`config.mk`:
```
export PLATFORM = sky130hd
export DESIGN_NAME = dirc_home
export DESIGN_NICKNAME = d
export VERILOG_FILES = /design/src/rtl/dirc_pkg.sv /design/src/rtl/dirc_popcount.sv /design/src/rtl/dirc_target_sel.sv /design/src/rtl/dirc_home.sv
export SDC_FILE = /design/constraint.sdc
export NUM_CORES = 1
export LEC_CHECK = 0
export BUFFER_PORTS_ARGS = -buffer_cell sky130_fd_sc_hd__buf_2
export CAP_MARGIN = 20
export CORE_AREA = 5 5 121 169
export CTS_BUF_LIST = sky130_fd_sc_hd__clkbuf_4 sky130_fd_sc_hd__clkbuf_8
export DETAILED_ROUTE_END_ITERATION = 10
export DIE_AREA = 0 0 126 174
export PLACE_DENSITY = 0.8
export SYNTH_ARGS = -nofsm -noshare
export SYNTH_HDL_FRONTEND = slang
export SYNTH_SLANG_ARGS = --single-unit
```
`constraint.sdc`:
```
create_clock -name clk -period 6.4 [get_ports clk]
set_input_delay 0 -clock clk [delete_from_list [all_inputs] [get_ports clk]]
set_output_delay 0 -clock clk [all_outputs]
set_load 0.05 [all_outputs]
```
`src/rtl/dirc_pkg.sv`:
```
package dirc_pkg;
    typedef enum logic [1:0] {
        LN_UNC = 2'd0,
        LN_SHR = 2'd1,
        LN_EXC = 2'd2
    } ln_state_e;

    localparam logic [1:0] PERM_S = 2'd1;
    localparam logic [1:0] PERM_E = 2'd2;
    localparam logic [1:0] PERM_M = 2'd3;

    localparam logic MSG_INV   = 1'b0;
    localparam logic MSG_FETCH = 1'b1;
endpackage

```
`src/rtl/dirc_popcount.sv`:
```
module dirc_popcount #(
    parameter int W  = 4,
    parameter int OW = 3
) (
    input  logic [W-1:0]  vec,
    output logic [OW-1:0] cnt
);
    logic [OW-1:0] part [W+1];

    assign part[0] = '0;
    for (genvar i = 0; i < W; i++) begin : g_sum
        assign part[i+1] = part[i] + OW'(vec[i]);
    end
    assign cnt = part[W];
endmodule

```
`src/rtl/dirc_target_sel.sv`:
```
module dirc_target_sel
    import dirc_pkg::*;
#(
    parameter int NCORES = 4,
    parameter int CW     = 2
) (
    input  ln_state_e          st,
    input  logic [NCORES-1:0]  sharers,
    input  logic [CW-1:0]      owner,
    input  logic [CW-1:0]      req_core,
    output logic [NCORES-1:0]  targets
);
    logic [NCORES-1:0] req_bit;
    logic [NCORES-1:0] own_bit;

    for (genvar i = 0; i < NCORES; i++) begin : g_dec
        assign req_bit[i] = (req_core == CW'(i));
        assign own_bit[i] = (owner == CW'(i));
    end

    always_comb begin
        targets = '0;
        if (st == LN_SHR) begin
            targets = sharers & ~req_bit;
        end else if (st == LN_EXC && owner != req_core) begin
            targets = own_bit;
        end
    end
endmodule

```
`src/rtl/dirc_home.sv`:
```
module dirc_home
    import dirc_pkg::*;
#(
    parameter int NCORES = 4,
    parameter int NLINES = 4,
    parameter int DW     = 16
) (
    input  logic                       clk,
    input  logic                       rst_n,
    input  logic                       req_valid,
    output logic                       req_ready,
    input  logic [$clog2(NCORES)-1:0]  req_core,
    input  logic [$clog2(NLINES)-1:0]  req_line,
    input  logic                       req_wr,
    input  logic                       ack_valid,
    input  logic [$clog2(NLINES)-1:0]  ack_line,
    input  logic                       wb_valid,
    input  logic [$clog2(NLINES)-1:0]  wb_line,
    input  logic [DW-1:0]              wb_data,
    output logic                       msg_valid,
    output logic                       msg_kind,
    output logic [$clog2(NLINES)-1:0]  msg_line,
    output logic [NCORES-1:0]          msg_mask,
    output logic                       grant_valid,
    output logic [$clog2(NCORES)-1:0]  grant_core,
    output logic [$clog2(NLINES)-1:0]  grant_line,
    output logic [1:0]                 grant_perm,
    output logic [DW-1:0]              grant_data
);
    localparam int CW   = $clog2(NCORES);
    localparam int LW   = $clog2(NLINES);
    localparam int CNTW = $clog2(NCORES + 1);
    localparam logic [NCORES-1:0] ONE = NCORES'(1);

    typedef struct packed {
        ln_state_e          st;
        logic [NCORES-1:0]  sh;
        logic [CW-1:0]      own;
        logic               busy;
        logic               wfb;   // waiting for owner write-back
        logic               pw;    // pending request is a write
        logic [CW-1:0]      pc;    // pending requester
        logic [CNTW-1:0]    cnt;   // outstanding acks
        logic [DW-1:0]      mem;
    } line_t;

    typedef struct packed {
        line_t [NLINES-1:0] ln;
        logic               gv;
        logic [CW-1:0]      gc;
        logic [LW-1:0]      gl;
        logic [1:0]         gp;
        logic [DW-1:0]      gd;
        logic               mv;
        logic               mk;
        logic [LW-1:0]      ml;
        logic [NCORES-1:0]  mm;
    } state_t;

    state_t s_q, s_d;
    line_t  cur_q;
    logic [NCORES-1:0] tgt;
    logic [CNTW-1:0]   tgt_cnt;

    assign cur_q = s_q.ln[req_line];

    dirc_target_sel #(.NCORES(NCORES), .CW(CW)) u_tsel (
        .st       (cur_q.st),
        .sharers  (cur_q.sh),
        .owner    (cur_q.own),
        .req_core (req_core),
        .targets  (tgt)
    );

    dirc_popcount #(.W(NCORES), .OW(CNTW)) u_pop (
        .vec (tgt),
        .cnt (tgt_cnt)
    );

    assign req_ready = !ack_valid && !wb_valid && !cur_q.busy;

    always_comb begin
        s_d    = s_q;
        s_d.gv = 1'b0;
        s_d.mv = 1'b0;

        // owner write-back: solicited reply or unsolicited eviction
        if (wb_valid) begin
            if (s_q.ln[wb_line].busy && s_q.ln[wb_line].wfb) begin
                s_d.ln[wb_line].mem  = wb_data;
                s_d.ln[wb_line].busy = 1'b0;
                s_d.ln[wb_line].wfb  = 1'b0;
                s_d.gv = 1'b1;
                s_d.gc = s_q.ln[wb_line].pc;
                s_d.gl = wb_line;
                s_d.gd = wb_data;
                if (s_q.ln[wb_line].pw) begin
                    s_d.ln[wb_line].st  = LN_EXC;
                    s_d.ln[wb_line].own = s_q.ln[wb_line].pc;
                    s_d.ln[wb_line].sh  = ONE << s_q.ln[wb_line].pc;
                    s_d.gp = PERM_M;
                end else begin
                    s_d.ln[wb_line].st = LN_SHR;
                    s_d.ln[wb_line].sh = (ONE << s_q.ln[wb_line].own)
                                       | (ONE << s_q.ln[wb_line].pc);
                    s_d.gp = PERM_S;
                end
            end else if (!s_q.ln[wb_line].busy && s_q.ln[wb_line].st == LN_EXC) begin
                s_d.ln[wb_line].mem = wb_data;
                s_d.ln[wb_line].st  = LN_UNC;
                s_d.ln[wb_line].sh  = '0;
            end
        end

        // invalidation acknowledgement counting
        if (ack_valid && s_q.ln[ack_line].busy && !s_q.ln[ack_line].wfb
            && s_q.ln[ack_line].cnt != '0) begin
            if (s_q.ln[ack_line].cnt == CNTW'(1)) begin
                s_d.ln[ack_line].cnt  = '0;
                s_d.ln[ack_line].busy = 1'b0;
                s_d.ln[ack_line].st   = LN_EXC;
                s_d.ln[ack_line].own  = s_q.ln[ack_line].pc;
                s_d.ln[ack_line].sh   = ONE << s_q.ln[ack_line].pc;
                s_d.gv = 1'b1;
                s_d.gc = s_q.ln[ack_line].pc;
                s_d.gl = ack_line;
                s_d.gp = PERM_M;
                s_d.gd = s_q.ln[ack_line].mem;
            end else begin
                s_d.ln[ack_line].cnt = s_q.ln[ack_line].cnt - CNTW'(1);
            end
        end

        // new request
        if (req_valid && req_ready) begin
            s_d.gc = req_core;
            s_d.gl = req_line;
            s_d.gd = cur_q.mem;
            s_d.ml = req_line;
            s_d.mm = tgt;
            if (cur_q.st == LN_UNC || (cur_q.st == LN_EXC && cur_q.own == req_core)) begin
                s_d.ln[req_line].st  = LN_EXC;
                s_d.ln[req_line].own = req_core;
                s_d.ln[req_line].sh  = ONE << req_core;
                s_d.gv = 1'b1;
                s_d.gp = req_wr ? PERM_M : PERM_E;
            end else if (cur_q.st == LN_SHR && !req_wr) begin
                s_d.ln[req_line].sh = cur_q.sh | (ONE << req_core);
                s_d.gv = 1'b1;
                s_d.gp = PERM_S;
            end else if (tgt == '0) begin
                s_d.ln[req_line].st  = LN_EXC;
                s_d.ln[req_line].own = req_core;
                s_d.ln[req_line].sh  = ONE << req_core;
                s_d.gv = 1'b1;
                s_d.gp = PERM_M;
            end else begin
                s_d.ln[req_line].busy = 1'b1;
                s_d.ln[req_line].pc   = req_core;
                s_d.ln[req_line].pw   = req_wr;
                s_d.ln[req_line].wfb  = (cur_q.st == LN_EXC);
                s_d.ln[req_line].cnt  = (cur_q.st == LN_EXC) ? '0 : tgt_cnt;
                s_d.mv = 1'b1;
                s_d.mk = (cur_q.st == LN_EXC && !req_wr) ? MSG_FETCH : MSG_INV;
            end
        end
    end

    always_ff @(posedge clk) begin
        if (!rst_n) begin
            s_q <= '0;
        end else begin
            s_q <= s_d;
        end
    end

    assign msg_valid   = s_q.mv;
    assign msg_kind    = s_q.mk;
    assign msg_line    = s_q.ml;
    assign msg_mask    = s_q.mm;
    assign grant_valid = s_q.gv;
    assign grant_core  = s_q.gc;
    assign grant_line  = s_q.gl;
    assign grant_perm  = s_q.gp;
    assign grant_data  = s_q.gd;
endmodule

```
==> flow_summary.yaml <==
layout:
  post-route-util: 0.540
  fin_area_mm2: 0.0102
  area_growth_pct: 8.85
  drive_gt1_frac: 0.193
  layout_common_cells: "159 x dfxtp_1, 139 x nand2_1, 93 x mux2i_1, 75 x nor2_1, 75 x a21oi_1"
  final_common_cell: "dfxtp_1"
  fin_nets: 1064
  diodes: 0
routing:
  dr_total_vias: 8421
  wl_per_cell_um: 22.2
  route.met3.wl_um: 2240
  drt_iter0_markers: 922
  drtPass1Iterations: 10
  final_antenna_net_count: 0
  wl_um: 28600
  via_per_inst: 6.54
  met2WireLength_um: 13900
  drc: 1
  m1WireLength_um: 10700
  routed.top_layer: "met4"
synthesis:
  syn_avg_cell_area_um2: 9.21
  synth_ff_type: "dfxtp_1"
  synth_nets: 1056
  yosysTopAreaCell: "dfxtp_1"
  synth_edf_count: 0
  synth_area_leaders: "dfxtp_1 34%, mux4_2 12%, mux2i_1 9.9%"
  netlist_area_mm2: 0.00939
  ys_warn_count: 0
  yosys.cell_types.count: 68
  synth_cells: 1019
  ys_seq_area_frac: 0.339
  ys_seq_elements: 159
  synth-async-reset-ratio: 0
  yosysTopAreaCellShare: 0.339
worst_setup_path:
  required_ns: 6.78
  startpoint_type: "flip-flop"
  setup.worst_path.end_class: "flip-flop"
  crit_family: "simple AND/OR/NAND/NOR gates"
  critical_path.cell_chain: "mux4_2 -> nand2b_4 -> o41ai_1 -> inv_1 -> ha_1 -> nand2_2 -> or3_1 -> a21oi_1 -> a211oi_1"
  path_class: "flip-flop to flip-flop"
  cp_max_fo: 25
  crit_slowest_cell: "or3_1"
  cp.arrival_ns: 4.03
  cpPeakStageDelay_ns: 0.76
  worstPathBufferInverterCount: 1
clocking:
  cts_tree: "yes"
  cts.root.buffer_cell: "clkbuf_8"
  numCtsBuffers: 17
  post_cts_resize_count: 0
  h-tree-depth: 4
  postCtsSetupBuffers: 0
  clock_path_buffers: 2
  clk_pin_slew_worst_paths_ns: 0.08
  clk_latency_ns: 0.49
  cts.sinks: 159
die:
  die-height_um: 174
  ios: 62
  die-area_mm2: 0.0219
  die_x_um: 126
  fp.coreArea_mm2: 0.0189
  start_util: 0.496
  rows: 60
placed_design:
  port-buffer-count: 61
  place_ws_ns: 2.37
  gp_congestion: 0.982
  dpl_cell_area_mm2: 0.00959
  dp_hpwl_um: 18900
outcome:
  violations: "DRC"
  status: "finished with violations"
sta:
  holdWs_ns: 0.0503
  hold_viol: 0
  worst_pin_slew_ns: 1.06
  finalSetupTns_ns: 0
  drv_slew: 0
  rsz0062_at_grt: "false"
  max-slew-margin-rel: 0.291
  clock_skew_ns: 0.0105
  period_minus_slack_ns: 3.64
  clock.fmax_mhz: 274
  fin_crit_sh: 0.569
  setup_slack_ns: 2.76
  setup_viol: 0
min_path:
  hold_path_class: "input port to flip-flop"
power_and_ir_drop:
  power_frac_clock: 0.421
  p_sw_frac: 0.273
  power_density_mw_per_mm2: 197
  switchingPower_w: 0.000549
  leakagePower_nw: 4.00
  seq_power_share: 0.498
  internal_power_w: 0.00146
  comb_power_share: 0.081
  peakVddDrop_uv: 244
flow_run:
  drv_cap: 0
global_route:
  grt_pass1_wl_um: 44900
  grt_pass1_vias: 8425
  grt_use_total: 0.257
  grt_max_degree: 101
  grt.overflow.total: 0
  antenna_found_initial: 0
## power groups by stage
stage | combinational (W) | clock, W | sequential, W
floorplan | 0.000107 | 0 | 0.00102
CTS | 0.000160 | 0.000852 | 0.00100
global placement | 0.000149 | 0 | 0.00102
detailed placement | 0.000151 | 0 | 0.00102
global route | 0.000172 | 0.000902 | 0.00100
finish | 0.000163 | 0.000847 | 0.00100
## state kept, by name, summed over array words and instances, names as in the netlist
register     count
msg_line         2
grant_core       2
grant_valid      1
s_q            128
grant_perm       2
grant_data      16
grant_line       2
msg_mask         4
msg_kind         1
msg_valid        1
## cell families (layout without fill, tap and decap cells)
| family | after synthesis | count (layout) | synth area share |
|---|---|---|---|
| buf+inv | 127 | 148 | 0.0686 |
| simple gates | 335 | 335 | 0.169 |
| flops | 159 | 159 | 0.339 |
| xor+xnor | 2 | 2 | 0.00187 |
| fa+ha+maj | 7 | 7 | 0.0101 |
| compound gates | 228 | 228 | 0.168 |
| mux | 161 | 161 | 0.243 |
## what timing repair did
| item | CTS | global route |
|---|---|---|
| hold endpoints to repair | 90 | 0 |
| endpoints found under the setup margin | 0 | 0 |
| hold buffers | 19 | 0 |
## worst min-delay path, cell delays in order
cell and delay [ns]:
buf_2 0.26, nand2_1 0.15, a21oi_1 0.06
## synthesized netlist by cell type, types with 4 or more instances
| cell | n |
|---|---|
| o21ai_0 | 27 |
| a211oi_1 | 26 |
| dfxtp_1 | 159 |
| inv_1 | 23 |
| mux2_2 | 16 |
| nand2b_1 | 8 |
| nor3b_1 | 7 |
| clkbuf_1 | 50 |
| o211ai_1 | 8 |
| buf_2 | 14 |
| nand3_1 | 21 |
| nand4_1 | 8 |
| nor3_1 | 23 |
| or2_2 | 5 |
| ha_1 | 6 |
| a21oi_1 | 75 |
| and3_1 | 5 |
| buf_4 | 30 |
| o22a_1 | 4 |
| nor2b_1 | 12 |
| mux2i_1 | 93 |
| nor2_1 | 75 |
| nand3b_1 | 5 |
| mux4_2 | 52 |
| a211o_1 | 21 |
| o21a_1 | 15 |
| buf_1 | 5 |
| buf_6 | 5 |
| a22o_1 | 5 |
| o2111ai_1 | 4 |
| nor4_1 | 7 |
| nand2_1 | 139 |
| o221ai_1 | 4 |
## final cells by class
type / count / area [µm²]
clock buffers: 18 / 248
clock inverters: 14 / 195
fillers: 1713 / 8700
inverters: 23 / 87.6
multi-input cells: 733 / 5600
flip-flops and latches: 159 / 3180
well taps: 248 / 310
repair buffers: 93 / 593
## metrics by stage
stage                     total power [W]  cells
after floorplan                   0.00113   1019
after global placement            0.00117   1237
after detailed placement          0.00118   1237
after CTS                         0.00201   1288
after global routing              0.00208   1288
final                             0.00201   1288
## routing by layer
metal	global-route usage	vias up
met4	0.162	0
met1	0.301	4042
met2	0.427	494
met3	0.0544	142
li1	-	3743
met5	0	-
## path summary, 6_finish.rpt
check	slack (ns)	end	cells after the start	from
setup reg to reg	2.76	s_q[120]	9	s_q[157]
hold reg to reg	0.45	msg_line[1]	2	msg_line[1]
hold / removal	0.05	grant_line[1]	3	req_line[1]
setup / recovery	2.76	s_q[120]	9	s_q[157]
No activity file was read; power rests on OpenSTA's default activity.
